File: src/rtl/chan_pkg.sv
package chan_pkg;
   typedef enum logic [1:0] {
      FMT_NR   = 2'b00,
      FMT_RZ   = 2'b01,
      FMT_RO   = 2'b10,
      FMT_RSVD = 2'b11
   } fmt_e;

   typedef enum logic {
      CAP_OPEN  = 1'b0,
      CAP_CLOSE = 1'b1
   } cap_mode_e;

   function automatic int sel_width(input int n);
      return (n > 1) ? $clog2(n) : 1;
   endfunction
endpackage

File: src/rtl/pulse_pick.sv
module pulse_pick #(
   parameter int N = 8,
   localparam int SEL_W = chan_pkg::sel_width(N)
) (
   input  logic [N-1:0]     pulses,
   input  logic [SEL_W-1:0] sel,
   output logic             hit
);
   generate
      if (N == 1) begin : g_single
         logic unused_sel;
         assign unused_sel = ^sel;
         assign hit = pulses[0];
      end else if (N == (1 << SEL_W)) begin : g_full
         assign hit = pulses[sel];
      end else begin : g_guarded
         logic [(1 << SEL_W)-1:0] padded;
         assign padded = {{((1 << SEL_W) - N){1'b0}}, pulses};
         assign hit = padded[sel];
      end
   endgenerate
endmodule

File: src/rtl/drive_unit.sv
module drive_unit
   import chan_pkg::*;
(
   input  logic clk,
   input  logic rst_n,
   input  logic ast,
   input  logic ret,
   input  fmt_e fmt,
   input  logic pat_bit,
   input  logic pat_drv,
   output logic lvl,
   output logic en
);
   always_ff @(posedge clk) begin
      if (!rst_n) begin
         lvl <= 1'b0;
         en  <= 1'b0;
      end else if (ast) begin
         lvl <= pat_bit;
         en  <= pat_drv;
      end else if (ret) begin
         case (fmt)
            FMT_RZ:  lvl <= 1'b0;
            FMT_RO:  lvl <= 1'b1;
            default: lvl <= lvl;
         endcase
      end
   end
endmodule

File: src/rtl/capture_unit.sv
module capture_unit
   import chan_pkg::*;
(
   input  logic      clk,
   input  logic      rst_n,
   input  logic      open_hit,
   input  logic      close_hit,
   input  cap_mode_e mode,
   input  logic      vec_start,
   input  logic      cmp_in,
   output logic      stb,
   output logic      cap_bit,
   output logic      cap_valid
);
   assign stb = (mode == CAP_CLOSE) ? close_hit : open_hit;

   always_ff @(posedge clk) begin
      if (!rst_n) begin
         cap_bit   <= 1'b0;
         cap_valid <= 1'b0;
      end else if (stb) begin
         cap_bit   <= cmp_in;
         cap_valid <= 1'b1;
      end else if (vec_start) begin
         cap_valid <= 1'b0;
      end
   end
endmodule

File: src/rtl/pin_chan_ctrl.sv
module pin_chan_ctrl
   import chan_pkg::*;
#(
   parameter int NUM_PH  = 8,
   parameter int NUM_WIN = 4,
   localparam int PH_SEL_W  = chan_pkg::sel_width(NUM_PH),
   localparam int WIN_SEL_W = chan_pkg::sel_width(NUM_WIN)
) (
   input  logic                 clk,
   input  logic                 rst_n,
   input  logic [NUM_PH-1:0]    ph_assert,
   input  logic [NUM_PH-1:0]    ph_return,
   input  logic [NUM_WIN-1:0]   win_open,
   input  logic [NUM_WIN-1:0]   win_close,
   input  logic                 vec_start,
   input  logic [PH_SEL_W-1:0]  ph_sel,
   input  logic [WIN_SEL_W-1:0] win_sel,
   input  logic [1:0]           fmt,
   input  logic                 cap_mode,
   input  logic                 pat_bit,
   input  logic                 pat_drv,
   input  logic                 cmp_in,
   output logic                 drv_lvl,
   output logic                 drv_en,
   output logic                 cap_bit,
   output logic                 cap_valid
);
   generate
      if (NUM_PH < 1 || NUM_PH > 64) begin : g_bad_ph
         $error("pin_chan_ctrl: NUM_PH out of range 1..64");
      end
      if (NUM_WIN < 1 || NUM_WIN > 64) begin : g_bad_win
         $error("pin_chan_ctrl: NUM_WIN out of range 1..64");
      end
   endgenerate

   logic ast_hit, ret_hit, open_hit, close_hit, stb_hit;

   pulse_pick #(.N(NUM_PH)) u_pick_ast (
      .pulses(ph_assert), .sel(ph_sel), .hit(ast_hit));
   pulse_pick #(.N(NUM_PH)) u_pick_ret (
      .pulses(ph_return), .sel(ph_sel), .hit(ret_hit));
   pulse_pick #(.N(NUM_WIN)) u_pick_open (
      .pulses(win_open), .sel(win_sel), .hit(open_hit));
   pulse_pick #(.N(NUM_WIN)) u_pick_close (
      .pulses(win_close), .sel(win_sel), .hit(close_hit));

   drive_unit u_drive (
      .clk(clk), .rst_n(rst_n), .ast(ast_hit), .ret(ret_hit),
      .fmt(fmt_e'(fmt)), .pat_bit(pat_bit), .pat_drv(pat_drv),
      .lvl(drv_lvl), .en(drv_en));

   capture_unit u_cap (
      .clk(clk), .rst_n(rst_n), .open_hit(open_hit), .close_hit(close_hit),
      .mode(cap_mode_e'(cap_mode)), .vec_start(vec_start), .cmp_in(cmp_in),
      .stb(stb_hit), .cap_bit(cap_bit), .cap_valid(cap_valid));
endmodule

File: config.mk
export PLATFORM = sky130hd
export DESIGN_NAME = pin_chan_ctrl
export DESIGN_NICKNAME = d
export VERILOG_FILES = /design/src/rtl/chan_pkg.sv /design/src/rtl/pulse_pick.sv /design/src/rtl/drive_unit.sv /design/src/rtl/capture_unit.sv /design/src/rtl/pin_chan_ctrl.sv
export SDC_FILE = /design/constraint.sdc
export NUM_CORES = 1
export LEC_CHECK = 0
export BUFFER_PORTS_ARGS = -buffer_cell sky130_fd_sc_hd__buf_4
export CAP_MARGIN = 10
export CELL_PAD_IN_SITES_DETAIL_PLACEMENT = 0
export CELL_PAD_IN_SITES_GLOBAL_PLACEMENT = 1
export CORE_MARGIN = 1.5
export CORE_UTILIZATION = 22
export DETAILED_ROUTE_END_ITERATION = 10
export PLACE_DENSITY_LB_ADDON = 0.05
export SETUP_SLACK_MARGIN = 0.3
export SKIP_LAST_GASP = 1
export SLEW_MARGIN = 20
export SYNTH_ARGS = -nofsm -noshare
export SYNTH_HDL_FRONTEND = slang
export SYNTH_HIERARCHICAL = 1
export SYNTH_SLANG_ARGS = --single-unit
File: constraint.sdc
create_clock -name clk -period 3.8 [get_ports clk]
set_clock_uncertainty 0.15 [all_clocks]
set_input_delay 0.38 -clock clk [delete_from_list [all_inputs] [get_ports clk]]
set_output_delay 0.38 -clock clk [all_outputs]
set_load 0.01 [all_outputs]
== Word-level counts from Yosys, hierarchy flattened ==
Index checks and enable logic that the tools add are counted.

* Register bits: 4
* Bits in latches: 0
* Memory bits (writable): 0
* ROM bits: 0
* Input port bits: 38
* Output and inout bits: 4
* Word-level logic and storage cells: 26
* Memories: 0

* Add/subtract/negate cells: 0
* Multiply operators: 0
* Div/mod/pow operators: 0
* Order comparisons: 2
* Eq/ne operators: 2
* Shift-type cells: 0
* Muxes and demuxes: 14
* Bitwise logic cells: 0
* Reduce and logical (&&, ||, !) cells: 4

{| class="wikitable"
|+ Operators with widths
! operator !! number
|-
| $mux 1 || 9
|-
| $bmux 1 s3 || 2
|-
| $bmux 1 s2 || 2
|-
| $lt 3x4->1 const B || 1
|-
| $reduce_bool 2->1 || 2
|-
| $lt 2x3->1 const B || 1
|-
| $reduce_bool 3->1 || 1
|-
| $eq 2x1->1 const B || 1
|-
| $eq 2x2->1 const B || 1
|-
| $pmux 1 s2 || 1
|-
| $reduce_and 2->1 || 1
|}

== Depth between registers and ports, before layout ==
* Depth after elaboration: 4
* Mapped depth: 5

== By module ==
Netlist, hierarchy kept.

{| class="wikitable"
|+ By module, submodules not included
! module !! instances !! cells an instance !! area an instance (um^2) !! seq. area each (um^2)
|-
| pulse_pick at u_pick_ast ... || 2 || 3 || 63.8 || 0.0
|-
| drive_unit || 1 || 11 || 90.1 || 40.0
|-
| capture_unit || 1 || 9 || 88.8 || 40.0
|-
| pulse_pick at u_pick_close ... || 2 || 1 || 22.5 || 0.0
|}

== Worst setup path before layout ==
OpenSTA, ideal clock, no wires.

* Path type: in2reg
* Start point: input ph_sel[0]
* End point: register u_drive.lvl
* Setup time: 119 ps
* Arrival time: 1,442 ps
* Setup slack: 2,088 ps
* Stages on the path: 5
* Path buffers: 0
* Path through: mux4_1 mux2_2 nor2b_1 o21ai_1 a21oi_1

* Cells in the longest elaborated chain, start to end: 4
* Elaborated cells between the ends (all ways): 8
* Classes of those cells: 5 x mux; 3 x reduce/logical

{| class="wikitable"
|+ RTL lines
! element !! line !! text
|-
| start, declared || pin_chan_ctrl.sv:16 || <nowiki>input logic [PH_SEL_W-1:0] ph_sel,</nowiki>
|-
| $bmux 1 s3 || pulse_pick.sv:15 || <nowiki>assign hit = pulses[sel];</nowiki>
|-
| $mux 1 (not written as such) || pulse_pick.sv:15 ||
|-
| via ret_hit || pin_chan_ctrl.sv:37 || <nowiki>logic ast_hit, ret_hit, open_hit, close_hit, stb_hit;</nowiki>
|-
| $reduce_bool 2->1 (no line) || - ||
|-
| $reduce_and 2->1 (no line) || - ||
|-
| end signal, assigned || drive_unit.sv:19 || <nowiki>lvl <= pat_bit;</nowiki>
|-
| end signal, assigned || drive_unit.sv:25 || <nowiki>default: lvl <= lvl;</nowiki>
|-
| end, declared || drive_unit.sv:11 || <nowiki>output logic lvl,</nowiki>
|}

The timed path passes the listed nets, and every way through them passes these cells. The select of a mux whose other input is x is not followed.
A chain may end at the register's enable or synchronous reset.

== Worst setup path after layout ==
Ends and elaborated chain as after synthesis.

==> results.sh <==
export IMPL_slowest_stage="mux4_1"
export IMPL_finalSetupViolCount=0
export IMPL_hold_viol=0
export IMPL_rr_worst_depth=2
export IMPL_setup_slack_ps=2157
export IMPL_fmax_mhz=608.7
export IMPL_first_global_vias=395
export IMPL_io_buffers=41
export IMPL_cts_hold_fix_buffers=0
export IMPL_nFillCells=140
export IMPL_wirelength_um=852
export IMPL_htreeDepth=1
export IMPL_ant_nets=0
export IMPL_coreArea_um2=1489
export IMPL_die_w_um=42.76
export IMPL_ir_worst_vdd_mv=0.06905
export IMPL_tightestPinTransition_ps=199.0
export IMPL_dr_pass1_iters=2
export IMPL_power_density_nw_per_um2=240.1
export IMPL_synthesis_area_um2=347.8
export IMPL_switching_power_uw=38.64
export IMPL_die_h_um=42.76
export IMPL_cts_inserted_buffers=3
export IMPL_outcome="finished clean"
export IMPL_r2r_end="u_drive/lvl"
export IMPL_synthToLayoutAreaGrowth_pct=100.7
export IMPL_drive_gt1_share_pct=69.01
export IMPL_most_common_layout_cells="buf_4, dfxtp_1, mux4_1"
export IMPL_cp_start_kind="input pin"
export IMPL_multi_input_area_um2=264.0
export IMPL_hold_class="in2reg"
export IMPL_insertion_delay_ps=240
export IMPL_worst_path_buf_inv=1
export IMPL_antenna_found_initial=0
export IMPL_initial_utilization_pct=23.36
export IMPL_swShare_pct=23.06
export IMPL_p_int_uw=129.0
export IMPL_clkPwrFrac_pct=31.7
export IMPL_place_congestion=0.6305
export IMPL_cts_resized=0
export IMPL_rrSetupSlack_ps=3010
export IMPL_combPwrFrac_pct=39.1
export IMPL_leakage_uw=0.0003486
export IMPL_cts_sinks=4
export IMPL_fin_setup_tns_ps=0
export IMPL_grt_usage_pct=10.76
export IMPL_crit_chain="buf_4 > mux4_1 > mux2_2 > nor2b_1 > o21ai_1 > a21oi_1"
export IMPL_hold_path_end="u_drive/en"
export IMPL_r2r_start="u_drive/lvl"
export IMPL_hold_path_cell_count=2
export IMPL_power_uw=167.6
export IMPL_relSlewSlack_pct=86.47
export IMPL_ios=42
export IMPL_max_stage_delay_ps=530
export IMPL_cts_tree="yes"
export IMPL_p_seq_share_pct=29.2
export IMPL_cts_buffer_depth=2
export IMPL_grt_ovfl_total=0
export IMPL_endpoint_kind="register"
export IMPL_synth_net_count=65
export IMPL_max_cap_violations=0
export IMPL_final_common_cell="buf_4"
export IMPL_avgSynthCellArea_um2=12.88
export IMPL_required_ps=3770
export IMPL_clkTransAtPathRegs_ps=40
export IMPL_grt_pass1_wl_um=1414
export IMPL_antenna_cells=0
export IMPL_rows=14
export IMPL_dieArea_um2=1828
export IMPL_slew_viol_final=0
export IMPL_cp_max_fo=4
export IMPL_syn_inst=27
export IMPL_critPathTopFamily="multiplexers"
export IMPL_seqCellArea_um2=80.08
export IMPL_rsz0062_at_grt="no"
export IMPL_root_buffer="clkbuf_4"
export IMPL_routed_via_density=4.678
export IMPL_grt_max_degree=6
export IMPL_num_vias=407
export IMPL_timing_final_crit_share_pct=43.24
export IMPL_dr_first_iter_drc_count=3
export IMPL_arrival_ps=1620
export IMPL_post_drt_wl_per_cell_um=9.793
export IMPL_cts_setup_buffers=0
export IMPL_drc=0
export IMPL_finalCriticalPeriod_ps=1643
export IMPL_dp_worst_setup_slack_ps=1913
export IMPL_nNetsFinal=111
export IMPL_setup_worst_path_class="in2reg"
export IMPL_hp_start="rst_n"
export IMPL_yosys_warnings=6
[registers in the layout, indices dropped and copies added (netlist names)]
| signal | flops |
|---|---|
| u_cap/cap_valid | 1 |
| u_drive/lvl | 1 |
| u_cap/cap_bit | 1 |
| u_drive/en | 1 |
[worst max-delay path by stage]
stage,slack (ps),endpoint,depth (start not counted),startpoint
floorplan,2090,u_drive/lvl,5,ph_sel[0]
global placement,1920,u_drive/lvl,6,ph_sel[0]
detailed placement,1910,u_drive/lvl,6,ph_sel[0]
CTS,2170,u_drive/lvl,6,ph_sel[0]
global route,2060,u_drive/lvl,6,ph_sel[0]
finish,2160,u_drive/lvl,6,ph_sel[0]
[power groups by stage]
stage                     Combinational [uW]  Clock, uW  Sequential (uW)
final                                   65.6       53.1             49.0
after global routing                    71.3       57.3             49.6
after CTS                               66.6       56.8             49.0
after detailed placement                66.4          0             49.6
after global placement                  66.6          0             49.6
after floorplan                         24.7          0             51.6
[area by class of cell]
class / count / area share (%)
Clock buffer: 3 / 3.226
Multi-Input combinational cell: 22 / 37.81
Sequential cell: 4 / 11.47
Tap cell: 16 / 2.867
Timing Repair Buffer: 41 / 44.09
Inverter: 1 / 0.5376
[per-stage QoR]
stage,hold WS [ps],area (um^2),utilization [%],cells
CTS,242.1,698.2,46.89,87
finish,248.3,698.2,46.89,87
detailed placement,309.0,675.6,45.38,84
global route,259.3,698.2,46.89,87
global placement,301.8,675.6,45.38,84
floorplan,332.3,347.8,-,27
[per-layer routing]
metal | routed length [um] | vias to the layer above | global-route usage (%)
met5 | 0 | - | 0
met4 | 21 | 0 | 13.13
met3 | 127 | 2 | 2.979
met2 | 392 | 31 | 15.76
met1 | 311 | 174 | 11.08
li1 | - | 200 | -
(Power assumes the default switching activity.)
